==> config.mk <==
export PLATFORM = sky130hd
export DESIGN_NAME = hook_supervisor
export DESIGN_NICKNAME = d
export VERILOG_FILES = /design/src/rtl/hook_sup_pkg.sv /design/src/rtl/hs_sync.sv /design/src/rtl/hs_tick.sv /design/src/rtl/hs_debounce.sv /design/src/rtl/hs_ring_ctrl.sv /design/src/rtl/hook_supervisor.sv
export SDC_FILE = /design/constraint.sdc
export NUM_CORES = 1
export LEC_CHECK = 0
export ABC_AREA = 1
export BUFFER_PORTS_ARGS = -buffer_cell sky130_fd_sc_hd__buf_4
export CORE_AREA = 4 4 66 68
export DETAILED_ROUTE_END_ITERATION = 16
export DIE_AREA = 0 0 70 72
export GPL_TIMING_DRIVEN = 1
export HOLD_SLACK_MARGIN = 0.15
export PLACE_DENSITY = 0.81
export SETUP_SLACK_MARGIN = 0.2
export SLEW_MARGIN = 5
export SYNTH_ARGS = -nofsm -noshare
export SYNTH_HDL_FRONTEND = slang
export SYNTH_SLANG_ARGS = --single-unit
==> constraint.sdc <==
create_clock -name clk -period 5.4 [get_ports clk]
set_input_delay 0.27 -clock clk [delete_from_list [all_inputs] [get_ports clk]]
set_output_delay 0.27 -clock clk [all_outputs]
set_load 0.01 [all_outputs]
==> src/rtl/hook_sup_pkg.sv <==
package hook_sup_pkg;

  // bits needed to hold counts 0 .. n-1
  function automatic int unsigned cnt_bits(int unsigned n);
    return (n <= 2) ? 1 : $clog2(n);
  endfunction

  // true when one more step reaches the limit
  function automatic logic last_step(int unsigned cnt, int unsigned limit);
    return (cnt + 1) >= limit;
  endfunction

endpackage

==> src/rtl/hs_sync.sv <==
module hs_sync #(
  parameter int unsigned STAGES = 2
) (
  input  logic clk,
  input  logic rst_n,
  input  logic d,
  output logic q
);
  localparam int unsigned N = (STAGES < 2) ? 2 : STAGES;
  logic [N-1:0] sh;

  generate
    for (genvar i = 0; i < N; i++) begin : g_stage
      if (i == 0) begin : g_first
        always_ff @(posedge clk or negedge rst_n)
          if (!rst_n) sh[0] <= 1'b0;
          else        sh[0] <= d;
      end else begin : g_next
        always_ff @(posedge clk or negedge rst_n)
          if (!rst_n) sh[i] <= 1'b0;
          else        sh[i] <= sh[i-1];
      end
    end
  endgenerate

  assign q = sh[N-1];
endmodule

==> src/rtl/hs_tick.sv <==
module hs_tick
  import hook_sup_pkg::*;
#(
  parameter int unsigned DIV = 125000
) (
  input  logic clk,
  input  logic rst_n,
  output logic tick
);
  localparam int unsigned W = cnt_bits(DIV);

  generate
    if (DIV <= 1) begin : g_pass
      assign tick = 1'b1;
    end else begin : g_div
      logic [W-1:0] cnt;
      always_ff @(posedge clk or negedge rst_n)
        if (!rst_n)    cnt <= '0;
        else if (tick) cnt <= '0;
        else           cnt <= cnt + 1'b1;
      assign tick = last_step(32'(cnt), DIV);
    end
  endgenerate
endmodule

==> src/rtl/hs_debounce.sv <==
module hs_debounce
  import hook_sup_pkg::*;
#(
  parameter int unsigned DEB_MS = 20
) (
  input  logic clk,
  input  logic rst_n,
  input  logic tick,
  input  logic sample,     // 1 = off-hook reading
  input  logic hold,       // freeze filtering
  input  logic force_off,  // confirmed trip: go off-hook now
  output logic off_hook
);
  localparam int unsigned W = cnt_bits(DEB_MS);
  logic [W-1:0] cnt;

  always_ff @(posedge clk or negedge rst_n) begin
    if (!rst_n) begin
      off_hook <= 1'b0;
      cnt      <= '0;
    end else if (force_off) begin
      off_hook <= 1'b1;
      cnt      <= '0;
    end else if (hold) begin
      cnt <= '0;
    end else if (tick) begin
      if (sample == off_hook) begin
        cnt <= '0;
      end else if (last_step(32'(cnt), DEB_MS)) begin
        off_hook <= sample;
        cnt      <= '0;
      end else begin
        cnt <= cnt + 1'b1;
      end
    end
  end
endmodule

==> src/rtl/hs_ring_ctrl.sv <==
module hs_ring_ctrl
  import hook_sup_pkg::*;
#(
  parameter int unsigned TRIP_MS  = 100,
  parameter int unsigned BLANK_MS = 10
) (
  input  logic clk,
  input  logic rst_n,
  input  logic tick,
  input  logic sample,
  input  logic ring_req,
  output logic ring_on,
  output logic tripped,
  output logic trip_evt,
  output logic blanking
);
  localparam int unsigned TW = cnt_bits(TRIP_MS);
  logic [TW-1:0] tcnt;
  logic          ring_on_nx;

  assign trip_evt   = ring_on && tick && sample && last_step(32'(tcnt), TRIP_MS);
  assign ring_on_nx = ring_req && !tripped && !trip_evt;

  always_ff @(posedge clk or negedge rst_n) begin
    if (!rst_n) begin
      ring_on <= 1'b0;
      tripped <= 1'b0;
      tcnt    <= '0;
    end else begin
      ring_on <= ring_on_nx;
      if (!ring_req)     tripped <= 1'b0;
      else if (trip_evt) tripped <= 1'b1;
      if (!ring_on || trip_evt)    tcnt <= '0;
      else if (tick && !sample)    tcnt <= '0;
      else if (tick)               tcnt <= tcnt + 1'b1;
    end
  end

  generate
    if (BLANK_MS == 0) begin : g_noblank
      assign blanking = 1'b0;
    end else begin : g_blank
      localparam int unsigned BW = cnt_bits(BLANK_MS + 1);
      logic [BW-1:0] bcnt;
      always_ff @(posedge clk or negedge rst_n)
        if (!rst_n)                    bcnt <= '0;
        else if (ring_on && !ring_on_nx) bcnt <= BW'(BLANK_MS);
        else if (tick && bcnt != '0)   bcnt <= bcnt - 1'b1;
      assign blanking = (bcnt != '0);
    end
  endgenerate
endmodule

==> src/rtl/hook_supervisor.sv <==
module hook_supervisor #(
  parameter int unsigned TICK_DIV = 125000,
  parameter int unsigned DEB_MS   = 20,
  parameter int unsigned TRIP_MS  = 100,
  parameter int unsigned BLANK_MS = 10
) (
  input  logic clk,
  input  logic rst_n,
  input  logic loop_raw,
  input  logic ring_req,
  output logic hook_n,
  output logic led_n,
  output logic ring_relay_n,
  output logic tripped
);
  // named internal events, visible to the checker
  logic tick_w;
  logic loop_s_w;
  logic ring_on_w;
  logic trip_evt_w;
  logic blank_w;
  logic hold_w;
  logic off_hook_w;

  hs_sync #(.STAGES(2)) u_sync (
    .clk(clk), .rst_n(rst_n), .d(loop_raw), .q(loop_s_w)
  );

  hs_tick #(.DIV(TICK_DIV)) u_tick (
    .clk(clk), .rst_n(rst_n), .tick(tick_w)
  );

  hs_ring_ctrl #(.TRIP_MS(TRIP_MS), .BLANK_MS(BLANK_MS)) u_ring (
    .clk(clk), .rst_n(rst_n), .tick(tick_w), .sample(loop_s_w),
    .ring_req(ring_req), .ring_on(ring_on_w), .tripped(tripped),
    .trip_evt(trip_evt_w), .blanking(blank_w)
  );

  assign hold_w = ring_on_w || blank_w;

  hs_debounce #(.DEB_MS(DEB_MS)) u_deb (
    .clk(clk), .rst_n(rst_n), .tick(tick_w), .sample(loop_s_w),
    .hold(hold_w), .force_off(trip_evt_w), .off_hook(off_hook_w)
  );

  assign hook_n       = !off_hook_w;
  assign led_n        = !off_hook_w;
  assign ring_relay_n = !ring_on_w;
endmodule

==> impl_metrics.py <==
metrics = {
    "synth": {
        "synth-compound-area-share": 0.0616,
        "synth_area_leader_cell": "dfrtp_1",
        "synth_common_cells": "nand2_1 (75), dfrtp_1 (38), nor2_1 (33)",
        "synth-edff-count": 0,
        "synthCells": 284,
        "synth_cell_types": 28,
        "synth_most_common_cell": "nand2_1",
        "synth_seq_cells": 38,
        "synthXorXnorAreaFrac": 0.0514,
        "ys.flop_type": "dfrtp_1",
        "yosysSeqAreaShare": 0.430,
        "async_flop_share": 1.00,
        "synth-simple-area-share": 0.345,
        "synth_area_leaders": "dfrtp_1 (43%), nand2_1 (13%), nand3_1 (5.9%), nor2_1 (5.6%), inv_1 (5.4%)",
        "ys_warn_count": 0,
        "synth_area_sq_um": 2210,
        "synthMuxAreaShare": 0,
        "synth_nets": 296,
        "synth_fa_ha_area_frac": 0.0452,
        "synth_top_family_by_area": "simple AND/OR/NAND/NOR gates",
        "yosysTopAreaCellShare": 0.430,
        "synth_area_per_cell_sq_um": 7.79,
    },
    "power_and_ir_drop": {
        "p_per_area_nw_per_um2": 216,
        "power_leakage_uw": 0.00116,
        "vdd_drop_max_mv": 0.165,
    },
    "global_routing": {
        "track_usage": 0.184,
        "grt_max_degree": 39,
        "grt_overflow_total": 0,
        "grt-busiest-layer": "met2",
        "grt_use_met2": 0.293,
        "grt_pass1_vias": 1677,
        "gr-usage-met3": 0.0443,
        "antenna_found_initial": 0,
        "grt_pass1_wl_mm": 7.36,
        "grtUsageMet1": 0.241,
    },
    "cts": {
        "cts_buffers": 5,
        "clockBufferDepth": 2,
        "clk-insertion-delay-late_ps": 290,
        "cts_sinks": 38,
        "clkTransAtPathRegs_ps": 80,
        "cts-root-buf": "clkbuf_8",
        "tritoncts": "built",
        "cts_setup_buffers": 0,
        "htree_levels": 2,
    },
    "route": {
        "num_vias": 1787,
        "routed_wl_mm": 4.14,
        "route.detailed.drc": 0,
        "drtPass1Iterations": 4,
        "post_drt_via_cell_ratio": 5.14,
        "dr.first_iter.drc_count": 179,
        "post_drt_wl_per_cell_microns": 11.9,
        "detail-route-antenna-nets": 0,
    },
    "die": {
        "fp.dieArea_sq_um": 5040,
        "initial_utilization": 0.574,
        "die_h_microns": 72,
        "core-area_sq_um": 3860,
        "pin_count": 8,
        "std_cell_rows": 23,
        "die_w_microns": 70,
    },
    "worst_setup_path": {
        "timing.critical_path.buf_inv": 0,
        "criticalPathCategory": "reg2reg",
        "crit_top_cell": "nand2_1",
        "crit_chain": "ha_1, nand2_1, nor2_4, nand2_2, nor2_2, nand3_1, nand2_1, nand2_1, nor2_2, nand2_2, nand3_4, nand2_1, a21oi_1, nor2_1",
        "worst-path-max-fanout": 28,
        "crit_slowest_cell": "dfrtp_1",
        "cp_top_family": "simple AND/OR/NAND/NOR gates",
        "critPathArrivalTime_ps": 2530,
        "endpoint_kind": "flip-flop",
        "cp-start-kind": "flip-flop",
        "cp.required_ps": 5590,
        "slowest_delay_ps": 410,
    },
    "placed_design": {
        "placed_cells": 338,
        "port_buffers": 7,
        "dp_worst_setup_slack_ps": 3060,
        "dp_hpwl_mm": 3.03,
        "globalplace.congestion": 0.956,
    },
    "layout": {
        "area_delta_synth_final_pct": 10.0,
        "antenna_cells": 0,
        "fin_nets": 309,
        "layout-drive-gt1-share": 0.101,
        "layout.cells.non_filler": 348,
        "num-fill-cells": 351,
    },
    "sta": {
        "hold_viol_final": 0,
        "max_slew_margin": 0.691,
        "rsz0062_at_grt": "false",
        "tightest_slew_ps": 464,
        "skew_ps": 6.86,
        "min_period_over_period": 0.434,
        "tns_ps": 0,
        "setup_slack_ps": 3060,
        "fin_crit_ps": 2340,
        "maxSlewViolCount": 0,
        "setup_viol": 0,
        "fmax_mhz": 427,
    },
    "worst_hold_path": {
        "hold_class": "in2reg",
    },
    "run_status": {
        "status": "complete, no violations",
    },
    "flow_run": {
        "max_cap_violations": 0,
    },
}
## layout by cell type (no fill, tap or decap), types with 2 or more instances in the layout
cell type	Yosys	routed
ha_1	8	8
clkbuf_8	0	8
xor2_1	9	9
o21bai_1	2	2
buf_4	1	7
nor2_1	33	33
inv_1	32	32
nand2_2	4	4
o21ai_0	11	11
nand3_1	26	26
nand2_1	75	75
a21oi_1	8	8
dfrtp_1	38	38
nand4_1	8	8
nor2_2	4	4
nor2_4	4	4
dlygate4sd3_1	0	2
xnor2_1	4	4
nand3b_1	6	6
## final timing paths
kind	startpoint	endpoint	slack, ps	cells after the start
min in group asynchronous	rst_n	u_deb.cnt[1]	470	2
worst min-delay path	ring_req	u_ring.tripped	210	3
worst max register to register	u_tick.g_div.cnt[0]	u_ring.g_blank.bcnt[2]	3060	14
worst min register to register	u_sync.sh[0]	u_sync.q	350	0
max in group asynchronous	rst_n	u_tick.g_div.cnt[15]	4600	2
worst max-delay path	u_tick.g_div.cnt[0]	u_ring.g_blank.bcnt[2]	3060	14
## stage by stage
step / utilization / hold WS [ps] / cell area (sq um) / total power [uW]
detailed placement: 0.598 / 262 / 2300 / 304
global route: 0.631 / 238 / 2430 / 545
floorplan: - / -25.6 / 2210 / 295
global placement: 0.598 / 258 / 2300 / 304
finish: 0.631 / 212 / 2430 / 527
CTS: 0.631 / 213 / 2430 / 532
## where the power goes
group | switching [uW] | internal [uW] | total [uW]
clock | 98.7 | 129 | 228
combinational | 8.61 | 3.85 | 12.5
sequential | 1.20 | 286 | 287
## area by class of cell
class,count,area (sq um),share of cell area
sequential,38,951,0.391
clock buffer,8,110,0.0452
timing repair buffer,9,72.6,0.0298
multi-input combinational,210,1110,0.458
tap,50,62.6,0.0257
inverter,33,124,0.0509
## tightest hold or removal path, stage by stage
cell and delay, ps:
buf_4 110, inv_1 60, a21oi_1 40
## state kept, by name, indices dropped and copies added (netlist names), 4 cells and up
register             flops
u_deb.cnt                5
u_ring.g_blank.bcnt      4
u_ring.tcnt              7
u_tick.g_div.cnt        17
## cell families (layout without fill, tap and decap cells)
logic type      count (synthesis)  after routing
compound gates                 25             25
buf+inv                        36             50
flops                          38             38
fa+ha+maj                       8              8
xor+xnor                       13             13
simple gates                  164            164
## timing repair
item,CTS,global route
gates resized for setup,0,0
hold buffers,2,0
endpoints found under the hold margin,39,0
## metal layers
metal | routed length [microns] | vias up
li1 | - | 924
met1 | 1860 | 809
met5 | 0 | -
met4 | 88 | 0
met3 | 246 | 7
met2 | 1940 | 47
Power figures use the tool's default switching activity.
